$ cat src/rtl/mm_fifo_pkg.sv
package mm_fifo_pkg;
    localparam int EV_FULL   = 0;
    localparam int EV_EMPTY  = 1;
    localparam int EV_AFULL  = 2;
    localparam int EV_AEMPTY = 3;
    localparam int EV_OVF    = 4;
    localparam int EV_UNF    = 5;
    localparam int EV_N      = 6;

    localparam int SA_W = 3;
    typedef enum logic [SA_W-1:0] {
        SA_LEVEL = 3'd0,
        SA_EVENT = 3'd1,
        SA_IEN   = 3'd2,
        SA_AFTH  = 3'd3,
        SA_AETH  = 3'd4
    } st_addr_e;
endpackage

$ cat src/rtl/mm_fifo_store.sv
module mm_fifo_store #(
    parameter int DATA_W = 32,
    parameter int DEPTH  = 16,
    parameter int CNT_W  = 5
) (
    input  logic              clk,
    input  logic              rst_n,
    input  logic              push,
    input  logic              pop,
    input  logic [DATA_W-1:0] wdata,
    output logic [DATA_W-1:0] rdata,
    output logic [CNT_W-1:0]  count,
    output logic              full,
    output logic              empty
);
    localparam int PTR_W = (DEPTH > 1) ? $clog2(DEPTH) : 1;
    localparam logic [PTR_W-1:0] LAST = PTR_W'(DEPTH - 1);

    typedef struct packed {
        logic [PTR_W-1:0] wp;
        logic [PTR_W-1:0] rp;
        logic [CNT_W-1:0] cnt;
    } store_t;

    store_t s_d, s_q;
    logic [DATA_W-1:0] mem_q [DEPTH];

    function automatic logic [PTR_W-1:0] bump(input logic [PTR_W-1:0] p);
        return (p == LAST) ? '0 : p + 1'b1;
    endfunction

    always_comb begin
        s_d = s_q;
        if (push) s_d.wp = bump(s_q.wp);
        if (pop)  s_d.rp = bump(s_q.rp);
        unique case ({push, pop})
            2'b10:   s_d.cnt = s_q.cnt + 1'b1;
            2'b01:   s_d.cnt = s_q.cnt - 1'b1;
            default: s_d.cnt = s_q.cnt;
        endcase
    end

    always_ff @(posedge clk) begin
        if (!rst_n) s_q <= '0;
        else        s_q <= s_d;
    end

    always_ff @(posedge clk) begin
        if (push) mem_q[s_q.wp] <= wdata;
    end

    assign rdata = mem_q[s_q.rp];
    assign count = s_q.cnt;
    assign full  = (s_q.cnt == CNT_W'(DEPTH));
    assign empty = (s_q.cnt == '0);

    assert_no_overflow_R3: assert property (@(posedge clk) disable iff (!rst_n)
        push |-> !full);
    assert_level_bound_R3: assert property (@(posedge clk) disable iff (!rst_n)
        count <= CNT_W'(DEPTH));
    assert_no_underflow_R4: assert property (@(posedge clk) disable iff (!rst_n)
        pop |-> !empty);
    assert_balanced_R5: assert property (@(posedge clk) disable iff (!rst_n)
        (push && pop) |=> $stable(count));
endmodule

$ cat src/rtl/mm_fifo_csr.sv
module mm_fifo_csr
    import mm_fifo_pkg::*;
#(
    parameter int DEPTH = 16,
    parameter int CNT_W = 5,
    parameter int ST_W  = 16
) (
    input  logic            clk,
    input  logic            rst_n,
    input  logic [CNT_W-1:0] count,
    input  logic            full,
    input  logic            empty,
    input  logic            wr_stall,
    input  logic            rd_stall,
    input  logic [SA_W-1:0] st_addr,
    input  logic            st_write,
    input  logic [ST_W-1:0] st_wdata,
    output logic [ST_W-1:0] st_rdata,
    output logic            irq
);
    typedef struct packed {
        logic [EV_N-1:0]  evt;
        logic [EV_N-1:0]  ien;
        logic [CNT_W-1:0] afth;
        logic [CNT_W-1:0] aeth;
    } csr_t;

    csr_t c_d, c_q;
    logic [EV_N-1:0] ev_set, ev_clr;

    always_comb begin
        ev_set            = '0;
        ev_set[EV_FULL]   = full;
        ev_set[EV_EMPTY]  = empty;
        ev_set[EV_AFULL]  = (count >= c_q.afth);
        ev_set[EV_AEMPTY] = (count <= c_q.aeth);
        ev_set[EV_OVF]    = wr_stall;
        ev_set[EV_UNF]    = rd_stall;
        ev_clr = (st_write && st_addr == SA_EVENT) ? st_wdata[EV_N-1:0] : '0;

        c_d     = c_q;
        c_d.evt = (c_q.evt & ~ev_clr) | ev_set;
        if (st_write) begin
            case (st_addr)
                SA_IEN:  c_d.ien  = st_wdata[EV_N-1:0];
                SA_AFTH: c_d.afth = st_wdata[CNT_W-1:0];
                SA_AETH: c_d.aeth = st_wdata[CNT_W-1:0];
                default: ;
            endcase
        end

        st_rdata = '0;
        case (st_addr)
            SA_LEVEL: st_rdata[CNT_W-1:0] = count;
            SA_EVENT: st_rdata[EV_N-1:0]  = c_q.evt;
            SA_IEN:   st_rdata[EV_N-1:0]  = c_q.ien;
            SA_AFTH:  st_rdata[CNT_W-1:0] = c_q.afth;
            SA_AETH:  st_rdata[CNT_W-1:0] = c_q.aeth;
            default:  ;
        endcase
    end

    always_ff @(posedge clk) begin
        if (!rst_n) begin
            c_q.evt  <= '0;
            c_q.ien  <= '0;
            c_q.afth <= CNT_W'(DEPTH - 1);
            c_q.aeth <= CNT_W'(1);
        end else begin
            c_q <= c_d;
        end
    end

    assign irq = |(c_q.evt & c_q.ien);

    for (genvar i = 0; i < EV_N; i++) begin : g_sticky
        assert_sticky_R7: assert property (@(posedge clk) disable iff (!rst_n)
            (c_q.evt[i] && !ev_clr[i]) |=> c_q.evt[i]);
    end
    assert_full_seen_R7: assert property (@(posedge clk) disable iff (!rst_n)
        full |=> c_q.evt[EV_FULL]);
    assert_stall_seen_R7: assert property (@(posedge clk) disable iff (!rst_n)
        wr_stall |=> c_q.evt[EV_OVF]);
endmodule

$ cat src/rtl/mm_fifo.sv
module mm_fifo
    import mm_fifo_pkg::*;
#(
    parameter int DATA_W = 32,
    parameter int DEPTH  = 16,
    parameter int ST_W   = 16
) (
    input  logic              clk,
    input  logic              rst_n,
    input  logic              wr_en,
    input  logic [DATA_W-1:0] wr_data,
    output logic              wr_wait,
    input  logic              rd_en,
    output logic [DATA_W-1:0] rd_data,
    output logic              rd_wait,
    input  logic [2:0]        st_addr,
    input  logic              st_write,
    input  logic [ST_W-1:0]   st_wdata,
    output logic [ST_W-1:0]   st_rdata,
    output logic              irq
);
    localparam int CNT_W = $clog2(DEPTH + 1);

    logic [CNT_W-1:0] count;
    logic full, empty, push, pop;

    assign wr_wait = wr_en & full;
    assign rd_wait = rd_en & empty;
    assign push    = wr_en & ~full;
    assign pop     = rd_en & ~empty;

    mm_fifo_store #(.DATA_W(DATA_W), .DEPTH(DEPTH), .CNT_W(CNT_W)) u_store (
        .clk(clk), .rst_n(rst_n), .push(push), .pop(pop), .wdata(wr_data),
        .rdata(rd_data), .count(count), .full(full), .empty(empty)
    );

    mm_fifo_csr #(.DEPTH(DEPTH), .CNT_W(CNT_W), .ST_W(ST_W)) u_csr (
        .clk(clk), .rst_n(rst_n), .count(count), .full(full), .empty(empty),
        .wr_stall(wr_wait), .rd_stall(rd_wait), .st_addr(st_addr),
        .st_write(st_write), .st_wdata(st_wdata), .st_rdata(st_rdata), .irq(irq)
    );

    assert_push_lands_R1: assert property (@(posedge clk) disable iff (!rst_n)
        (wr_en && !wr_wait && !rd_en) |=> (count == $past(count) + 1'b1));
    assert_pop_leaves_R2: assert property (@(posedge clk) disable iff (!rst_n)
        (rd_en && !rd_wait && !wr_en) |=> (count == $past(count) - 1'b1));
endmodule

$ cat config.mk
export PLATFORM = sky130hd
export DESIGN_NAME = mm_fifo
export DESIGN_NICKNAME = d
export VERILOG_FILES = /design/src/rtl/mm_fifo_pkg.sv /design/src/rtl/mm_fifo_store.sv /design/src/rtl/mm_fifo_csr.sv /design/src/rtl/mm_fifo.sv
export SDC_FILE = /design/constraint.sdc
export NUM_CORES = 1
export LEC_CHECK = 0
export BUFFER_PORTS_ARGS = -buffer_cell sky130_fd_sc_hd__buf_2
export CAP_MARGIN = 20
export CORE_MARGIN = 5
export CORE_UTILIZATION = 65
export CTS_CLUSTER_DIAMETER = 40
export DETAILED_ROUTE_END_ITERATION = 6
export GPL_TIMING_DRIVEN = 0
export PLACE_DENSITY = 0.84
export REMOVE_ABC_BUFFERS = 1
export SYNTH_ARGS = -nofsm -noshare
export SYNTH_HDL_FRONTEND = slang
export SYNTH_SLANG_ARGS = --single-unit
$ cat constraint.sdc
create_clock -name clk -period 8.3 [get_ports clk]
set_input_delay 0.83 -clock clk [delete_from_list [all_inputs] [get_ports clk]]
set_output_delay 0.83 -clock clk [all_outputs]
set_load 0.02 [all_outputs]
==> results.txt, run 1 <==
R2R Path Start - u_store.count[1]$_SDFFE_PN0P_
fin cells - 1633
leading post-synthesis cells by cell area - edfxtp_1 (70%), mux4_2 (11%), mux4_1 (6.0%)
core area - 0.0334 mm²
Post-DRT Antenna Nets - 0
top_reg_cell synth - edfxtp_1
Post-DP Area - 0.0233 mm²
peak supply drop - 205 µV
Synth Instances - 1004
Synth Cell Area - 0.0219 mm²
Ports - 107
worst hold path type - reg -> reg
post-layout utilization of the core - 75.7%
Longest Clk Path Bufs - 3
Routed WL - 57300 µm
setup TNS - 0 ns
Post-Syn Area per Cell - 21.8 µm²
Crit Path Class - reg -> out
RSZ-0062 raised after global routing - false
DRT Pass-1 Iters - 5
pin count of the biggest net entering global routing - 66
gpl congestion - 0.850
Skew-Pair Late Insertion Delay - 0.59 ns
CP Data Arrival Time - 3.11 ns
FF-to-FF path depth - 9
Port Buffers - 86
Ys Warns - 0
Wirelength per Cell - 35.1 µm
R2R Setup Slk - 5.00 ns
Seq cells post-synth - 551
Seq/Total Area, Yosys - 73.8%
hold violation count in the final report - 0
CTS sink count - 551
Max Clock Skew - 0.0283 ns
Slew @ Worst Pin - 1.10 ns
DRT iter0 DRCs - 1580
Root Buffer - clkbuf_16
final instance area - 0.0252 mm²
Post-synth ARST share - 0%
DP HPWL - 28700 µm
initial antenna violation count - 5
Clk pin slew, worst setup/hold paths - 0.07 ns
critical path required time - 7.47 ns
RR Endpoint - u_store.count[4]$_SDFFE_PN0P_
type of origin of the critical path - flip-flop
vias in the first global route - 11800
count leader, synth - edfxtp_1
vias - 11500
Area Growth Syn to Fin - 15.3%
Final min period - 3.94 ns
Die Span X - 194 µm
Max-cap violations - 0
DRC errors left - 0
total CTS buffers - 58
Die Height - 194 µm
GRT Overall Usage - 30.5%
Initial Util - 65.6%
hold worst-path end - u_csr.c_q[16]$_SDFF_PN0_
number of fill cells - 1634
leakage - 8.23 nW
placed instance count - 1520
hold wc startpoint - u_csr.c_q[16]$_SDFF_PN0_
H-tree depth - 2
fin crit share - 47.5%
row count - 67
Hold Buf Count CTS - 0
CTS tree - done
Critical Path Sink Type - output port
CP Max Fanout - 47
Netlist cell types - 51
first-pass GRT wire length - 83100 µm
Final #Nets - 1207
average vias per placed instance - 7.05
pwr/cell area - 280 mW/mm²
die area - 0.0374 mm²
area leader, netlist - edfxtp_1
layout cells sized above 1 - 29.6%
worst hold path cell count - 2
EDFF count, synth - 512
Worst slew margin - 26.6%
Slew Limit Fails - 0
Synth top cells by count - edfxtp_1 (512), mux4_2 (111), mux4_1 (50), dfxtp_1 (39), nand2_1 (29)
PostCTS Resize Cnt - 0
outcome - finished clean
final setup fails - 0
total gr overflow - 0
share of the synthesized area in the top cell type - 70.2%
Post-CTS Setup Inserts - 0
maximum clock frequency - 254 MHz
==> worst max-delay path: stages, from the launching register on <==
cell     delay, ns
dfxtp_4       0.45
buf_16        0.32
buf_16        0.35
mux4_1        0.63
mux4_2        0.53
buf_2         0.19
==> logic make-up after synthesis <==
family / count (synthesis) / share of synthesized area (%)
adder cells (fa/ha/maj): 18 / 1.03
XOR/XNOR: 6 / 0.240
AND/OR/NAND/NOR: 107 / 2.48
AO/OA/AOI/OAI: 59 / 1.88
buffers and inverters: 79 / 2.12
other: 1 / 0.0171
flip-flops: 551 / 73.8
multiplexers: 183 / 18.4
==> area by class of cell <==
type                       count  area (µm²)  share of cell area (%)
sequential                   551       16200                    64.0
antenna                        4        10.0                  0.0396
clock inverter                40         460                    1.82
timing repair buffer         122        1040                    4.13
tap                          448         561                    2.22
inverter                      17        63.8                   0.253
multi-input combinational    383        5420                    21.5
clock buffer                  68        1520                    6.02
==> worst max-delay path by stage <==
| stage | startpoint | to | slack, ns | cells past startpoint |
|---|---|---|---|---|
| global placement | flip-flop | rd_data[29] | -0.76 | 3 |
| floorplan | flip-flop | rd_data[0] | 1.53 | 2 |
| detailed placement | flip-flop | rd_data[29] | 4.95 | 5 |
| CTS | flip-flop | rd_data[29] | 4.32 | 5 |
| finish | flip-flop | rd_data[29] | 4.36 | 5 |
| global route | flip-flop | rd_data[8] | 4.25 | 5 |
==> metal layers <==
| layer | vias to the layer above | routed length, µm | global-route usage [%] |
|---|---|---|---|
| li1 | 4482 | - | - |
| met1 | 5981 | 20600 | 41.8 |
| met2 | 904 | 28700 | 49.3 |
| met3 | 149 | 5810 | 6.84 |
| met4 | 4 | 2200 | 11.6 |
| met5 | - | 23 | 0 |
==> placed cells by master (no fill, tap or decap), drive strengths merged, types with 6 or more instances in the layout <==
cell type,n
mux2i,22
o21ai,10
dfxtp,39
edfxtp,512
nor3,6
nor2,27
nor2b,17
clkbuf,69
clkinv,21
conb,10
a21boi,9
mux4,161
a21oi,15
ha,18
inv,25
bufinv,7
buf,121
nand2,29
==> through the flow <==
| stage | hold slack (ns) | worst slack [ns] | total power [mW] |
|---|---|---|---|
| final | 0.503 | 4.36 | 7.08 |
| after floorplan | 0.456 | 1.53 | 4.07 |
| after detailed placement | 0.494 | 4.95 | 4.37 |
| after global routing | 0.531 | 4.25 | 7.30 |
| after global placement | 0.479 | -0.757 | 4.40 |
| after CTS | 0.507 | 4.32 | 7.09 |
==> flip-flops by register name, summed over array words and instances, names as in the netlist, named ones only <==
signal / count
u_csr.c_q: 22
u_store.count: 5
u_store.mem_q: 512
u_store.s_q: 8
==> where the power goes <==
part	switching [mW]	total (mW)	internal [mW]
sequential	0.0946	3.22	3.12
clock	1.17	2.72	1.55
combinational	0.604	1.14	0.535
No activity file was read; power rests on OpenSTA's default activity.
==> inputs of run 2 (changes only) <==
--- a/config.mk
+++ b/config.mk
@@ -8,11 +8,11 @@
 export BUFFER_PORTS_ARGS = -buffer_cell sky130_fd_sc_hd__buf_2
 export CAP_MARGIN = 20
 export CORE_MARGIN = 5
-export CORE_UTILIZATION = 65
+export CORE_UTILIZATION = 61
 export CTS_CLUSTER_DIAMETER = 40
 export DETAILED_ROUTE_END_ITERATION = 6
 export GPL_TIMING_DRIVEN = 0
-export PLACE_DENSITY = 0.84
+export PLACE_DENSITY = 0.79
 export REMOVE_ABC_BUFFERS = 1
 export SYNTH_ARGS = -nofsm -noshare
 export SYNTH_HDL_FRONTEND = slang
==> constraint.sdc (replaced) <==
create_clock -name clk -period 3.7 [get_ports clk]
set_input_delay 0.37 -clock clk [delete_from_list [all_inputs] [get_ports clk]]
set_output_delay 0.37 -clock clk [all_outputs]
set_load 0.02 [all_outputs]
==> results.txt, run 2 (synthesis gave the netlist of run 1 again) <==
outcome - finished clean
CP Data Arrival Time - 3.16 ns (+0.05 ns)
worst hold path type - in -> reg
PostCTS Resize Cnt - 0 (unchanged)
fin cells - 1645 (+0.73%)
Worst path max stage delay - 0.81 ns (+0.18 ns)
Regs by FF count - u_store.mem_q (512), u_csr.c_q (22), u_store.s_q (8)
maximum clock frequency - 283 MHz
Die Height - 199 µm (+3.1%)
most frequent cells in the layout - edfxtp_1 (512), mux4_2 (111), buf_2 (86)
Post-CTS Setup Inserts - 0 (unchanged)
layout cells sized above 1 - 29.9% (+0.31 points)
delay-heaviest family, CP - multiplexers
CTS sink count - 551 (unchanged)
Slew Limit Fails - 0 (unchanged)
pin count of the biggest net entering global routing - 48 (-27%)
Crit Path Class - reg -> out
Critical Path Sink Type - output port
Initial Util - 61.7% (-3.9 points)
Final min period - 3.53 ns
Post-DRT Antenna Nets - 0 (unchanged)
Worst Path Buf+Inv - 3 (unchanged)
GRT Overall Usage - 26.5% (-4.1 points)
row count - 69 (+3.0%)
DRT iter0 DRCs - 1175 (-26%)
Longest Clk Path Bufs - 3 (unchanged)
die area - 0.0398 mm² (+6.2%)
DRC errors left - 0 (unchanged)
hold violation count in the final report - 0 (unchanged)
most frequent CP cell - mux4_2
RSZ-0062 raised after global routing - false
peak supply drop - 552 µV (+170%)
fin crit share - 95.4%
DP HPWL - 26500 µm (-7.7%)
Max-cap violations - 0 (unchanged)
final instance area - 0.0253 mm² (+0.22%)
Clk pin slew, worst setup/hold paths - 0.06 ns (about the same)
initial antenna violation count - 3 (-2)
vias in the first global route - 11300 (-4.2%)
average vias per placed instance - 6.68 (-5.3%)
pwr/cell area - 625 mW/mm² (+120%)
Max Clock Skew - 0.0258 ns (-0.00243 ns)
vias - 11000 (-4.6%)
Min Hold Slack - 0.0809 ns (-0.422 ns)
Worst slew margin - 30.0% (+3.4 points)
leakage - 8.25 nW (+0.30%)
critical path required time - 3.33 ns (-4.14 ns)
most common cell after layout, fill and taps aside - edfxtp_1
Ports - 107 (unchanged)
Slew @ Worst Pin - 1.05 ns (-0.0503 ns)
Root Buffer - clkbuf_16
Routed WL - 52300 µm (-8.7%)
gpl congestion - 0.831 (-2.2%)
Die Span X - 199 µm (+3.1%)
Hold Buf Count CTS - 0 (unchanged)
final setup fails - 0 (unchanged)
Post-DP Area - 0.0233 mm² (+0.13%)
CTS tree - done
Most flops, register - u_store.mem_q
Slowest cell on crit path - dfxtp_4
Skew-Pair Late Insertion Delay - 0.59 ns (about the same)
Area Growth Syn to Fin - 15.6%
Wirelength per Cell - 31.8 µm (-9.4%)
DRT Pass-1 Iters - 5 (unchanged)
post-layout utilization of the core - 71.3% (-4.4 points)
Port Buffers - 86 (unchanged)
core area - 0.0355 mm² (+6.3%)
placed instance count - 1532 (+0.79%)
Final #Nets - 1208 (+0.083%)
H-tree depth - 2 (unchanged)
type of origin of the critical path - flip-flop
CP Max Fanout - 47 (unchanged)
total CTS buffers - 59 (+1.7%)
total gr overflow - 0 (unchanged)
first-pass GRT wire length - 75600 µm (-9.0%)
worst-path cell chain - buf_16 > buf_12 > mux4_2 > mux4_2 > buf_2
max FFs per register - 512 (unchanged)
-- run 2: cell types whose count changed in the layout (fill, tap and decap cells not counted), sizes merged --
cell / before / now
buf: 121 / 120
clkbuf: 69 / 70
clkinv: 21 / 18
diode: 4 / 2
bufinv: 7 / 8
inv: 25 / 28
-- run 2: power by group --
group | internal [mW] | leakage [nW] | switching, mW
clock | 3.53 | 0.962 | 2.54
combinational | 1.21 | 2.34 | 1.29
sequential | 7.01 | 4.94 | 0.222
total | 11.8 | 8.25 | 4.06
-- run 2: path summary, 6_finish.rpt --
| check | to | slack (ns) | depth (start not counted) | start |
|---|---|---|---|---|
| setup reg to reg | u_store.count[4]$_SDFFE_PN0P_ | 0.43 | 9 | u_store.count[1]$_SDFFE_PN0P_ |
| setup / recovery | rd_data[27] | 0.17 | 5 | flip-flop |
| hold reg to reg | flip-flop | 0.51 | 2 | u_store.s_q[6]$_SDFFE_PN0P_ |
| hold / removal | u_csr.c_q[15]$_SDFFE_PN0P_ | 0.08 | 3 | st_wdata[5] |
-- run 2: through the flow --
stage	setup TNS [ns]	worst slack [ns]	power [mW]
after floorplan	-89.10	-2.61	9.13
after global placement	-1045.77	-5.08	9.90
after detailed placement	0	0.489	9.78
after CTS	0	0.0656	15.9
after global routing	0	0.0749	16.4
final	0	0.169	15.8
-- run 2: final cells by class --
type,instances,area [µm²]
timing repair buffer,122,1080
multi-input combinational,383,5420
fill,1898,10200
clock inverter,41,475
antenna,2,5.00
tap,461,577
inverter,17,63.8
clock buffer,68,1510
sequential,551,16200
-- run 2: metal layers --
metal / vias to the layer above / track usage (%) / wire length (µm)
met1: 5723 / 36.0 / 19300
met5: - / 0 / 22
met3: 107 / 4.81 / 4350
met2: 680 / 45.2 / 27200
li1: 4478 / - / -
met4: 4 / 7.27 / 1490
-- run 2: tightest hold or removal path: stages --
cell and delay [ns]:
buf_2 0.09, mux2i_1 0.06, nor2b_1 0.10
